==> config.mk <==
export PLATFORM = sky130hd
export DESIGN_NAME = pio_host_seq
export DESIGN_NICKNAME = d
export VERILOG_FILES = /design/src/rtl/pio_host_pkg.sv /design/src/rtl/pio_host_ctrl.sv /design/src/rtl/pio_host_dpath.sv /design/src/rtl/pio_host_seq.sv
export SDC_FILE = /design/constraint.sdc
export NUM_CORES = 1
export LEC_CHECK = 0
export ABC_CLOCK_PERIOD_IN_PS = 2400
export BUFFER_PORTS_ARGS = -buffer_cell sky130_fd_sc_hd__buf_2
export CORE_ASPECT_RATIO = 1.1
export CORE_MARGIN = 4
export CORE_UTILIZATION = 48
export CTS_CLUSTER_DIAMETER = 150
export DETAILED_ROUTE_END_ITERATION = 10
export PLACE_DENSITY_LB_ADDON = 0.05
export SETUP_SLACK_MARGIN = 0.4
export SYNTH_ARGS = -nofsm -noshare
export SYNTH_HDL_FRONTEND = slang
export SYNTH_SLANG_ARGS = --single-unit
==> constraint.sdc <==
create_clock -name clk -period 2.4 [get_ports clk]
set_input_delay 0.24 -clock clk [delete_from_list [all_inputs] [get_ports clk]]
set_output_delay 0.24 -clock clk [all_outputs]
set_load 0.005 [all_outputs]
==> src/rtl/pio_host_pkg.sv <==
`timescale 1ns/1ps
package pio_host_pkg;

  localparam int NUM_MODES = 5;
  localparam int T_A_NS    = 35;

  typedef enum logic [1:0] {ST_IDLE, ST_SETUP, ST_ACTIVE, ST_RECOVER} pioState_e;

  // control-to-datapath strobes
  typedef struct packed {
    logic load;      // latch request fields
    logic driveBus;  // selects/address (and write data) on the bus
    logic strobeOn;  // strobe asserted
    logic capture;   // sample read data on this edge
  } pioCtl_t;

  function automatic int toCyc(int ns, int clkNs);
    int c;
    c = (ns + clkNs - 1) / clkNs;
    if (c < 1) c = 1;
    return c;
  endfunction

  function automatic int cycleNs(int m);
    int r;
    case (m)
      0: r = 600;
      1: r = 383;
      2: r = 240;
      3: r = 180;
      default: r = 120;
    endcase
    return r;
  endfunction

  function automatic int setupNs(int m);
    int r;
    case (m)
      0: r = 70;
      1: r = 50;
      2: r = 30;
      3: r = 30;
      default: r = 25;
    endcase
    return r;
  endfunction

  function automatic int pulseNs(int m);
    int r;
    case (m)
      0: r = 165;
      1: r = 125;
      2: r = 100;
      3: r = 80;
      default: r = 70;
    endcase
    return r;
  endfunction

  function automatic int negNs(int m);
    int r;
    case (m)
      3: r = 70;
      4: r = 25;
      default: r = 0;
    endcase
    return r;
  endfunction

  function automatic int wrHoldNs(int m);
    int r;
    case (m)
      0: r = 30;
      1: r = 20;
      2: r = 15;
      default: r = 10;
    endcase
    return r;
  endfunction

  function automatic int addrHoldNs(int m);
    int r;
    case (m)
      0: r = 20;
      1: r = 15;
      default: r = 10;
    endcase
    return r;
  endfunction

  // recovery cycles: largest of the negation/hold floors and the t0 remainder
  function automatic int recCyc(int m, int clkNs);
    int r;
    int rest;
    r = toCyc(negNs(m), clkNs);
    if (toCyc(wrHoldNs(m), clkNs) > r) r = toCyc(wrHoldNs(m), clkNs);
    if (toCyc(addrHoldNs(m), clkNs) > r) r = toCyc(addrHoldNs(m), clkNs);
    rest = toCyc(cycleNs(m), clkNs) - toCyc(setupNs(m), clkNs) - toCyc(pulseNs(m), clkNs);
    if (rest > r) r = rest;
    return r;
  endfunction

endpackage

==> src/rtl/pio_host_ctrl.sv <==
`timescale 1ns/1ps
module pio_host_ctrl
  import pio_host_pkg::*;
#(
  parameter int CLK_NS      = 5,
  parameter int MAX_WAIT_NS = 1250
) (
  input  logic    clk,
  input  logic    rstN,
  input  logic    reqValid,
  input  logic [2:0] modeSel,
  input  logic    ioRdy,
  output pioCtl_t ctl,
  output logic    busy,
  output logic    done,
  output logic    timeoutErr
);

  localparam int TA_CYC   = toCyc(T_A_NS, CLK_NS);
  localparam int WAIT_CYC = toCyc(MAX_WAIT_NS, CLK_NS);
  localparam int CNT_W    = $clog2(TA_CYC + WAIT_CYC + toCyc(cycleNs(0), CLK_NS) + 2);
  localparam int WAIT_W   = $clog2(WAIT_CYC + 2);
  localparam logic [CNT_W-1:0]  TA_LIM   = CNT_W'(TA_CYC);
  localparam logic [WAIT_W-1:0] WAIT_LIM = WAIT_W'(WAIT_CYC);
  localparam logic [CNT_W-1:0]  ONE      = CNT_W'(1);

  logic [CNT_W-1:0] setupTab [NUM_MODES];
  logic [CNT_W-1:0] pulseTab [NUM_MODES];
  logic [CNT_W-1:0] recTab   [NUM_MODES];

  for (genvar m = 0; m < NUM_MODES; m++) begin : g_modeTab
    assign setupTab[m] = CNT_W'(toCyc(setupNs(m), CLK_NS));
    assign pulseTab[m] = CNT_W'(toCyc(pulseNs(m), CLK_NS));
    assign recTab[m]   = CNT_W'(recCyc(m, CLK_NS));
  end

  pioState_e        state;
  logic [CNT_W-1:0] cnt;
  logic [WAIT_W-1:0] waitCnt;
  logic [2:0]       modeQ;
  logic             doneQ;
  logic             errQ;

  logic sampled, holdOk, stall, tmo, exitAct;

  always_comb begin
    sampled = (cnt >= TA_LIM - ONE);
    holdOk  = (cnt >= pulseTab[modeQ] - ONE);
    stall   = sampled && !ioRdy;
    tmo     = stall && (waitCnt == WAIT_LIM);
    exitAct = (holdOk && ioRdy) || tmo;
  end

  always_ff @(posedge clk) begin
    if (!rstN) begin
      state   <= ST_IDLE;
      cnt     <= '0;
      waitCnt <= '0;
      modeQ   <= '0;
      doneQ   <= 1'b0;
      errQ    <= 1'b0;
    end else begin
      doneQ <= 1'b0;
      case (state)
        ST_IDLE: begin
          if (reqValid) begin
            state   <= ST_SETUP;
            cnt     <= '0;
            waitCnt <= '0;
            errQ    <= 1'b0;
            modeQ   <= (modeSel > 3'd4) ? 3'd4 : modeSel;
          end
        end
        ST_SETUP: begin
          if (cnt == setupTab[modeQ] - ONE) begin
            state <= ST_ACTIVE;
            cnt   <= '0;
          end else begin
            cnt <= cnt + ONE;
          end
        end
        ST_ACTIVE: begin
          if (exitAct) begin
            state <= ST_RECOVER;
            cnt   <= '0;
            errQ  <= tmo;
          end else begin
            cnt <= cnt + ONE;
            if (stall) waitCnt <= waitCnt + WAIT_W'(1);
          end
        end
        default: begin
          if (cnt == recTab[modeQ] - ONE) begin
            state <= ST_IDLE;
            doneQ <= 1'b1;
          end else begin
            cnt <= cnt + ONE;
          end
        end
      endcase
    end
  end

  always_comb begin
    ctl.load     = (state == ST_IDLE) && reqValid;
    ctl.driveBus = (state != ST_IDLE);
    ctl.strobeOn = (state == ST_ACTIVE);
    ctl.capture  = (state == ST_ACTIVE) && exitAct;
  end

  assign busy       = (state != ST_IDLE);
  assign done       = doneQ;
  assign timeoutErr = errQ;

  AST_DONE_SINGLE:   assert property (@(posedge clk) disable iff (!rstN) doneQ |=> !doneQ);
  AST_BUSY_IGNORE:   assert property (@(posedge clk) disable iff (!rstN) (busy && reqValid) |=> $stable(modeQ));
  AST_WAIT_BOUND:    assert property (@(posedge clk) disable iff (!rstN) waitCnt <= WAIT_LIM);
  AST_ERR_AT_EXIT:   assert property (@(posedge clk) disable iff (!rstN) $rose(errQ) |-> state == ST_RECOVER);

endmodule

==> src/rtl/pio_host_dpath.sv <==
`timescale 1ns/1ps
module pio_host_dpath
  import pio_host_pkg::*;
#(
  parameter int DATA_W = 16,
  parameter int ADDR_W = 3,
  parameter int CS_W   = 2
) (
  input  logic              clk,
  input  logic              rstN,
  input  pioCtl_t           ctl,
  input  logic              reqWrite,
  input  logic [CS_W-1:0]   reqCs,
  input  logic [ADDR_W-1:0] reqAddr,
  input  logic [DATA_W-1:0] reqWdata,
  input  logic [DATA_W-1:0] busDataIn,
  output logic [DATA_W-1:0] rdData,
  output logic [ADDR_W-1:0] busAddr,
  output logic [CS_W-1:0]   busCsN,
  output logic              busRdN,
  output logic              busWrN,
  output logic [DATA_W-1:0] busDataOut,
  output logic              busDataOe
);

  logic [ADDR_W-1:0] addrQ;
  logic [CS_W-1:0]   csQ;
  logic              wrQ;
  logic [DATA_W-1:0] wdataQ;
  logic [DATA_W-1:0] rdQ;

  always_ff @(posedge clk) begin
    if (!rstN) begin
      addrQ  <= '0;
      csQ    <= '0;
      wrQ    <= 1'b0;
      wdataQ <= '0;
      rdQ    <= '0;
    end else begin
      if (ctl.load) begin
        addrQ  <= reqAddr;
        csQ    <= reqCs;
        wrQ    <= reqWrite;
        wdataQ <= reqWdata;
      end
      if (ctl.capture && !wrQ) rdQ <= busDataIn;
    end
  end

  assign busAddr    = addrQ;
  assign busCsN     = ~(csQ & {CS_W{ctl.driveBus}});
  assign busRdN     = ~(ctl.strobeOn & ~wrQ);
  assign busWrN     = ~(ctl.strobeOn & wrQ);
  assign busDataOut = wdataQ;
  assign busDataOe  = ctl.driveBus & wrQ;
  assign rdData     = rdQ;

  AST_SETUP_FIRST: assert property (@(posedge clk) disable iff (!rstN)
    ($fell(busRdN) || $fell(busWrN)) |-> $past(ctl.driveBus));
  AST_ADDR_HOLD:   assert property (@(posedge clk) disable iff (!rstN)
    $past(!busRdN || !busWrN) |-> ($stable(busAddr) && $stable(busCsN)));
  AST_WR_DRIVE:    assert property (@(posedge clk) disable iff (!rstN) !busWrN |-> busDataOe);
  AST_RD_FLOAT:    assert property (@(posedge clk) disable iff (!rstN) !busRdN |-> !busDataOe);

endmodule

==> src/rtl/pio_host_seq.sv <==
`timescale 1ns/1ps
module pio_host_seq
  import pio_host_pkg::*;
#(
  parameter int CLK_NS      = 5,
  parameter int MAX_WAIT_NS = 1250
) (
  input  logic        clk,
  input  logic        rstN,
  input  logic        reqValid,
  input  logic        reqWrite,
  input  logic [1:0]  reqCs,
  input  logic [2:0]  reqAddr,
  input  logic [15:0] reqWdata,
  input  logic [2:0]  modeSel,
  output logic        busy,
  output logic        done,
  output logic        timeoutErr,
  output logic [15:0] rdData,
  output logic [2:0]  busAddr,
  output logic [1:0]  busCsN,
  output logic        busRdN,
  output logic        busWrN,
  output logic [15:0] busDataOut,
  output logic        busDataOe,
  input  logic [15:0] busDataIn,
  input  logic        ioRdy
);

  pioCtl_t ctl;

  pio_host_ctrl #(.CLK_NS(CLK_NS), .MAX_WAIT_NS(MAX_WAIT_NS)) u_ctrl (
    .clk(clk), .rstN(rstN), .reqValid(reqValid), .modeSel(modeSel), .ioRdy(ioRdy),
    .ctl(ctl), .busy(busy), .done(done), .timeoutErr(timeoutErr)
  );

  pio_host_dpath #(.DATA_W(16), .ADDR_W(3), .CS_W(2)) u_dpath (
    .clk(clk), .rstN(rstN), .ctl(ctl), .reqWrite(reqWrite), .reqCs(reqCs),
    .reqAddr(reqAddr), .reqWdata(reqWdata), .busDataIn(busDataIn), .rdData(rdData),
    .busAddr(busAddr), .busCsN(busCsN), .busRdN(busRdN), .busWrN(busWrN),
    .busDataOut(busDataOut), .busDataOe(busDataOe)
  );

endmodule

Word level (Yosys, flattened, before mapping):

Memories as Yosys holds them, arrays and structs flattened.
Cells that the tools add are included.
Widths: inputs -> output; s select.

* bits in registers: 62
* bits in latches: 0
* RAM bits: 0
* memory bits (read-only): 216
* bits of input ports: 45
* output and inout port bits: 43
* memories: 3

* $add $sub $neg: 5
* multipliers: 0
* div/mod/pow operators: 0
* $lt $le $gt $ge: 4
* equal/unequal tests: 11
* shift-type cells: 0
* multiplexer cells: 25
* bitwise gates (word level): 10
* reductions and logical operators: 19

Memory list
* (no name shown): words 8, width 9, rd ports 1, clocked after Yosys merged registers in 0, wr ports 0, RTL line pio_host_ctrl.sv:75 `if (cnt == setupTab[modeQ] - ONE) begin`
* (no name shown): words 8, width 9, rd ports 1, clocked after Yosys merged registers in 0, wr ports 0, RTL line pio_host_ctrl.sv:93 `if (cnt == recTab[modeQ] - ONE) begin`
* (no name shown): words 8, width 9, rd ports 1, clocked after Yosys merged registers in 0, wr ports 0, RTL line pio_host_ctrl.sv:48 `holdOk = (cnt >= pulseTab[modeQ] - ONE);`

Operator list (count)
* $mux 9: 10
* $pmux 9 s3: 1
* $sub 9x1->9 const B: 3
* $mux 8: 3
* $eq 9x9->1: 2
* $pmux 8 s2: 1
* $add 9x1->9 const B: 1
* $ge 9x3->1 const B: 1
* $ge 9x9->1: 1
* $add 8x1->8 const B: 1
* $eq 8x8->1 const B: 1
* $mux 2: 4
* $ne 2x2->1 const B: 4
* $reduce_and 4->1: 2
* $logic_and 1x1->1: 6
* $pmux 2 s3: 1
* $ge 4x4->1 const B: 1
* $ne 4x3->1 const B: 1
* $not 1->1: 4
* $not 3->4: 1
* $reduce_and 2->1: 2
* $reduce_bool 2->1: 2
* $reduce_bool 4->1: 1
* $reduce_or 4->1: 1
* other kinds (14): 19

Depth between registers and ports, before layout:

Gate-level depths: netlist of the first run.

* depth after elaboration: 10
* gate-level depth with buffers: 13
* gate-level depth less buffers: 11

Cells and area by module:

Synthesis of the first run repeated with hierarchy kept, for this count alone.

* cells, all modules: 384
* area total of the unflattened synthesis: 3469.6 um^2

Modules (own cells, without submodules)
* pio_host_ctrl: instances 1, cells an instance 237, area each 1954.4 um^2, seq. area each 480.5 um^2
* pio_host_dpath: instances 1, cells an instance 147, area each 1515.2 um^2, seq. area each 760.7 um^2

Worst setup path after synthesis of the first run:

OpenSTA, ideal clock, no wires.

* path type: register to register
* from: reg u_ctrl.modeQ[0]
* to: reg u_ctrl.cnt[5]
* setup time: 84 ps
* arrival: 2510 ps
* data required time: 2316 ps
* path slack: -194 ps
* cell stages (with the launch flop): 13
* period minus slack after synthesis: 2594 ps
* path through: dfxtp_1 -> clkbuf_1 -> nand2b_1 -> a21o_1 -> ha_1 -> a211oi_1 -> o211ai_1 -> a22oi_1 -> a311oi_4 -> nor2b_2 -> buf_4 -> nand2_4 -> o31ai_2

* longest elaborated chain between the ends: 10

RTL lines
* from (decl): RTL line pio_host_ctrl.sv:40 `logic [2:0] modeQ;`
* from (signal assigned): RTL line pio_host_ctrl.sv:71 `modeQ <= (modeSel > 3'd4) ? 3'd4 : modeSel;`
* $not 3->4 (not written as such) *: RTL line pio_host_ctrl.sv:48, pio_host_ctrl.sv:75, pio_host_ctrl.sv:93
* $mem_v2 8x9
* $mux 9 (not written as such) (2 in a row): RTL line pio_host_ctrl.sv:48
* $sub 9x1->9: RTL line pio_host_ctrl.sv:48
* $ge 9x9->1: RTL line pio_host_ctrl.sv:48
* $logic_and 1x1->1: RTL line pio_host_ctrl.sv:51 `exitAct = (holdOk && ioRdy) || tmo;`
* $logic_or 1x1->1: RTL line pio_host_ctrl.sv:51
* $mux 9: RTL line pio_host_ctrl.sv:83 `if (exitAct) begin`
* $pmux 9 s3: RTL line pio_host_ctrl.sv:64 `case (state)`
* to (signal assigned): RTL line pio_host_ctrl.sv:79 `cnt <= cnt + ONE;`
* to (signal assigned): RTL line pio_host_ctrl.sv:88 `cnt <= cnt + ONE;`
* to (signal assigned): RTL line pio_host_ctrl.sv:97 `cnt <= cnt + ONE;`
* to (decl): RTL line pio_host_ctrl.sv:38 `logic [CNT_W-1:0] cnt;`

Mark *: on every way between the ends. The rest lies on a longest branch, timed or not. The select of a mux whose other input is x is not followed.
A chain may end at the register's enable or synchronous reset.

Worst setup path after layout of the first run:

* from: reg u_ctrl.modeQ[2]
* to: reg u_ctrl.cnt[3]

The elaborated chain is that of the path after synthesis.

==> results of run 1 <==
## where the power goes
group	internal, mW	switching, mW	total, mW
Combinational	0.616	0.783	1.40
Sequential	1.13	0.0726	1.21
Clock	0.423	0.391	0.815
## through the flow
stage | instances | worst slack (ns) | cell area (sq um)
6_report | 584 | 0.1214 | 4352
5_1_grt | 584 | 0.005294 | 4352
4_1_cts | 582 | 0.1248 | 4279
3_5_place_dp | 559 | 0.02144 | 3959
3_3_place_gp | 559 | 0.1070 | 3959
2_1_floorplan | 391 | 0.1333 | 3357
## per-layer routing
layer	track usage	wire length (um)
met3	0.05759	445
met4	0.09221	131
met2	0.3367	3948
met1	0.2435	3438
met5	0	0
## what timing repair did
item / 4_1_cts / 5_1_grt
buffers inserted: 8 / 2
endpoints found under the setup margin: 34 / 37
hold endpoints to repair: 0 / 0
pin swaps: 7 / 4
cloned: 0 / 0
gates resized for setup: 23 / 16
## state kept, by name (all words and copies together), names as in the netlist
name,cells
u_dpath.wrQ,1
u_dpath.csQ,2
u_dpath.busDataOut,16
u_ctrl.done,1
u_ctrl.cnt,9
u_dpath.rdData,16
u_ctrl.state,2
u_dpath.busAddr,3
u_ctrl.timeoutErr,1
u_ctrl.modeQ,3
u_ctrl.waitCnt,8
## cell usage after synthesis, drive strengths merged (10+ instances only)
cell type and count:
o21ai 18, mux2i 16, nand2 73, dfxtp 62
a21boi 25, ha 18, clkbuf 15, nor2 14
nand2b 10, nor2b 23, inv 17, a21oi 13
## layout make-up
| cell class | instances | area (sq um) | area share |
|---|---|---|---|
| Tap cell | 82 | 102.6 | 0.02358 |
| Inverter | 17 | 63.81 | 0.01466 |
| Timing Repair Buffer | 117 | 700.7 | 0.1610 |
| Clock inverter | 3 | 20.02 | 0.004600 |
| Multi-Input combinational cell | 291 | 2051 | 0.4712 |
| Clock buffer | 12 | 155.1 | 0.03565 |
| Sequential cell | 62 | 1259 | 0.2892 |
## critical path: stages (launching register included)
cell and delay [ns]:
dfxtp_4 0.38, nor2_2 0.15, inv_1 0.10, ha_1 0.29, nor2b_1 0.18, o211ai_1 0.14
a22oi_2 0.24, a311oi_4 0.15, nor2b_2 0.18, buf_12 0.15, nand2_8 0.07, o31ai_2 0.17
## kinds of logic after synthesis
| logic type | count (synthesis) | synth area share |
|---|---|---|
| simple gates | 158 | 0.2412 |
| compound gates | 86 | 0.1907 |
| flops | 62 | 0.3768 |
| buf+inv | 38 | 0.04671 |
| fa+ha+maj | 18 | 0.06836 |
| mux | 16 | 0.04861 |
| xor+xnor | 10 | 0.02658 |
| other cells | 1 | 0.001138 |
## how the worst min path moves through the flow
stage | to | slack [ns] | depth (start not counted)
after floorplan | u_dpath.busDataOut[10] | 0.38 | 2
after global placement | u_dpath.busAddr[2] | 0.45 | 2
after detailed placement | u_dpath.busDataOut[1] | 0.45 | 2
after CTS | u_dpath.busAddr[0] | 0.13 | 3
after global routing | u_dpath.rdData[12] | 0.14 | 3
final | u_dpath.busAddr[0] | 0.15 | 3
==> results.yml, run 1 <==
die:
  start_util: 0.4967
  die_w_um: 86.99
  fp.dieH_um: 94.89
  row_count: 31
  ios: 88
  die-area_sq_um: 8254
  core_sq_um: 6633
worst_setup_path:
  reg2reg_setup_slack_ns: 0.12
  endpoint_kind: "flop"
  crit_path_start_kind: "flop"
  path_max_fanout: 9
  startpoint: "u_ctrl.modeQ[2]"
  crit_required_ns: 2.66
  reg2reg_depth: 11
  worstSetupEndpoint: "u_ctrl.cnt[3]"
  r2r-start: "u_ctrl.modeQ[2]"
  critPathKind: "reg -> reg"
  rr_endpoint: "u_ctrl.cnt[3]"
  crit_arrival_ns: 2.53
yosys:
  synth-seq-cells: 62
  netlist_instances: 389
  synth_edf_count: 0
  synthArstFlopShare: 0
  synthTopCellsByArea: "dfxtp_1 (38%), nand2_1 (8.2%), ha_1 (6.8%)"
  ys_warn_count: 0
  yosysSeqAreaShare: 0.3768
  synth-main-ff-cell: "dfxtp_1"
  yosys.area.top_type: "dfxtp_1"
  ys_types: 53
  synth_top_area_frac: 0.3768
  synth_area_sq_um: 3294
  syn_area_per_cell_sq_um: 8.469
hold_path:
  hp-start: "reqAddr[0]"
  hold_path.class: "in -> reg"
sta:
  post-route-period-util: 0.9494
  worstMarginPinSlew_ns: 0.5056
  fin_skew_ns: 0.005755
  relSlewSlack: 0.6606
  tns_ns: 0
  rsz0062_at_grt: "true"
  hold_viol: 0
  fin_crit_ns: 2.279
  final-max-slew-violation-count: 0
  fmax_ghz: 0.4389
  hold_ws_ns: 0.1456
  setup_viol: 0
clock_network:
  cts_max_path_buffers: 2
  root_buffer: "clkbuf_8"
  clkTransAtPathRegs_ns: 0.07
  numCtsBuffers: 9
  hold_buffers: 0
  clock_latency_ns: 0.34
  cts_tree: "built"
  clock-sinks: 62
  htreeDepth: 3
power:
  p_leak_nw: 1.865
  power_mw: 3.419
  peakVddDrop_uv: 490.8
  pwr_density_cell_nw_per_um2: 785.7
route:
  wl_um: 7963
  ant_nets: 0
  viasPerCell: 5.152
  drt_iter0_drc: 103
  route.vias.total: 3009
  drc: 0
  wl_per_cell_um: 13.64
  first_pass_iters: 4
final_layout:
  final_core_util: 0.6561
  syn_to_final_growth_pct: 32.09
  fin_nets: 561
  final_common_cell: "buf_2"
  antenna_cells_inserted: 0
  fillers: 576
  drive_gt1_frac: 0.3526
  final_cell_mix: "buf_2 (87), nand2_1 (71), dfxtp_1 (54)"
place:
  gp_congestion: 0.8757
  hpwl_um: 5730
  io_buffer_count: 87
run_status:
  status: "finished, final reports clean"
grt:
  grt_usage: 0.2037
  grt_pass1_vias: 2941
  antenna_found_initial: 0
  grt_pass1_wl_um: 13370
  grt_max_degree: 38
  grt-ovfl-total: 0
run:
  drv_cap: 0
Power figures use the tool's default switching activity.
==> run 2: changes to the inputs <==
CORE_ASPECT_RATIO = 1.2   (was 1.1)
REMOVE_ABC_BUFFERS = 1   (was not set)
SKIP_CTS_REPAIR_TIMING = 1   (was not set)
==> run 2 against run 1 <==
- non-clock buffer count grew 8
- cell area rose by 4.1%
- critical path type unchanged
- critical path depth unchanged
- global-route usage fell by 0.70 points
- core utilization grew 3.4 points
- first-iteration DRC count rose by 36%
- combinational power up 6%
- worst setup slack lost 0.055 ns
- via count is 1.3% higher
==> results.yml, run 2 (synthesis gave the netlist of run 1 again) <==
final_layout:
  antenna_cells_inserted: 0
  syn_to_final_growth_pct: 37.56
  fillers: 537
  final_core_util: 0.6902
  multi_input_area_sq_um: 2152
  layout.area.seq_sq_um: 1265
  final_common_cell: "buf_2"
  drive_gt1_frac: 0.3961
  fin_nets: 569
  final_cell_mix: "buf_2 (87), nand2_1 (69), dfxtp_1 (51)"
route:
  first_pass_iters: 4
  viasPerCell: 5.121
  drc: 0
  wl_per_cell_um: 14.17
  drt_iter0_drc: 140
  wl_um: 8432
  ant_nets: 0
  route.vias.total: 3047
clock_network:
  numCtsBuffers: 9
  clock_latency_ns: 0.34
  htreeDepth: 3
  root_buffer: "clkbuf_8"
  cts_max_path_buffers: 2
  cts_tree: "built"
  clock-sinks: 62
  clkTransAtPathRegs_ns: 0.07
worst_setup_path:
  rr_endpoint: "u_ctrl.cnt[5]"
  startpoint: "u_ctrl.modeQ[1]"
  critPathKind: "reg -> reg"
  path_max_fanout: 6
  crit_required_ns: 2.61
  reg2reg_setup_slack_ns: 0.07
  crit_path_start_kind: "flop"
  reg2reg_depth: 11
  r2r-start: "u_ctrl.modeQ[1]"
  crit_arrival_ns: 2.55
  endpoint_kind: "flop"
  worstSetupEndpoint: "u_ctrl.cnt[5]"
sta:
  setup_viol: 0
  fin_skew_ns: 0.007411
  final-max-slew-violation-count: 0
  post-route-period-util: 0.9725
  hold_viol: 0
  fin_crit_ns: 2.334
  rsz0062_at_grt: "true"
  fmax_ghz: 0.4285
die:
  fp.dieH_um: 98.75
  ios: 88
  row_count: 32
  start_util: 0.5017
  core_sq_um: 6566
  die-area_sq_um: 8258
  die_w_um: 83.63
run:
  drv_cap: 0
power:
  p_leak_nw: 1.925
  power_mw: 3.577
  pwr_density_cell_nw_per_um2: 789.4
  peakVddDrop_uv: 454.4
grt:
  grt-ovfl-total: 0
  grt_max_degree: 39
  grt_usage: 0.1967
  grt_pass1_vias: 2952
  antenna_found_initial: 0
  grt_pass1_wl_um: 13390
place:
  hpwl_um: 5963
  io_buffer_count: 87
  gp_congestion: 0.8556
hold_path:
  hold_path.class: "in -> reg"
  hp-start: "reqWdata[14]"
run_status:
  status: "finished, final reports clean"
-- run 2: worst min-delay path by stage --
stage	end	slack, ns	cells after the start
finish	u_dpath.busDataOut[14]	0.14	3
global route	u_dpath.busDataOut[12]	0.13	3
CTS	u_dpath.busDataOut[14]	0.13	3
detailed placement	u_dpath.busDataOut[14]	0.45	2
global placement	u_dpath.busDataOut[14]	0.45	2
floorplan	u_ctrl.timeoutErr	0.36	1
-- run 2: where the power goes --
group	internal (mW)	switching [mW]	leakage, nW	total (mW)
Clock	0.499	0.391	0.0952	0.889
Sequential	1.13	0.0748	0.510	1.21
Combinational	0.668	0.812	1.32	1.48
-- run 2: final cells by class --
class,count,share of cell area
clock inverter,4,0.01049
tap,85,0.02347
clock buffer,11,0.03120
sequential,62,0.2791
timing repair buffer,125,0.1668
inverter,17,0.01408
multi-input combinational,291,0.4749
-- run 2: stage by stage --
stage	area (sq um)	TNS, ns	setup slack [ns]	hold slack [ns]	instances
after global routing	4532	-0.001919	-0.001919	0.1337	595
after detailed placement	3954	-0.07221	-0.03478	0.4533	567
after CTS	4143	-0.1705	-0.04962	0.1252	582
after floorplan	3212	-2.286	-0.2062	0.3575	370
after global placement	3954	0	0.02641	0.4462	567
final	4532	0	0.06603	0.1432	595
-- run 2: per-layer routing --
layer | wire length [um] | GRT usage | vias to the layer above
met5 | 0 | 0 | -
met4 | 211 | 0.1027 | 0
met3 | 469 | 0.05936 | 17
li1 | - | - | 1558
met1 | 3626 | 0.2342 | 1399
met2 | 4124 | 0.3190 | 73
-- run 2: worst max-delay path: stages (launching register included) --
cell and delay [ns]:
dfxtp_4 0.38, nand2b_4 0.16, a21o_1 0.20, ha_4 0.28
o21ai_2 0.06, a211oi_2 0.20, a22oi_2 0.10, a311oi_4 0.34
buf_4 0.20, nor3b_2 0.04, o21ai_1 0.17, o31ai_2 0.09
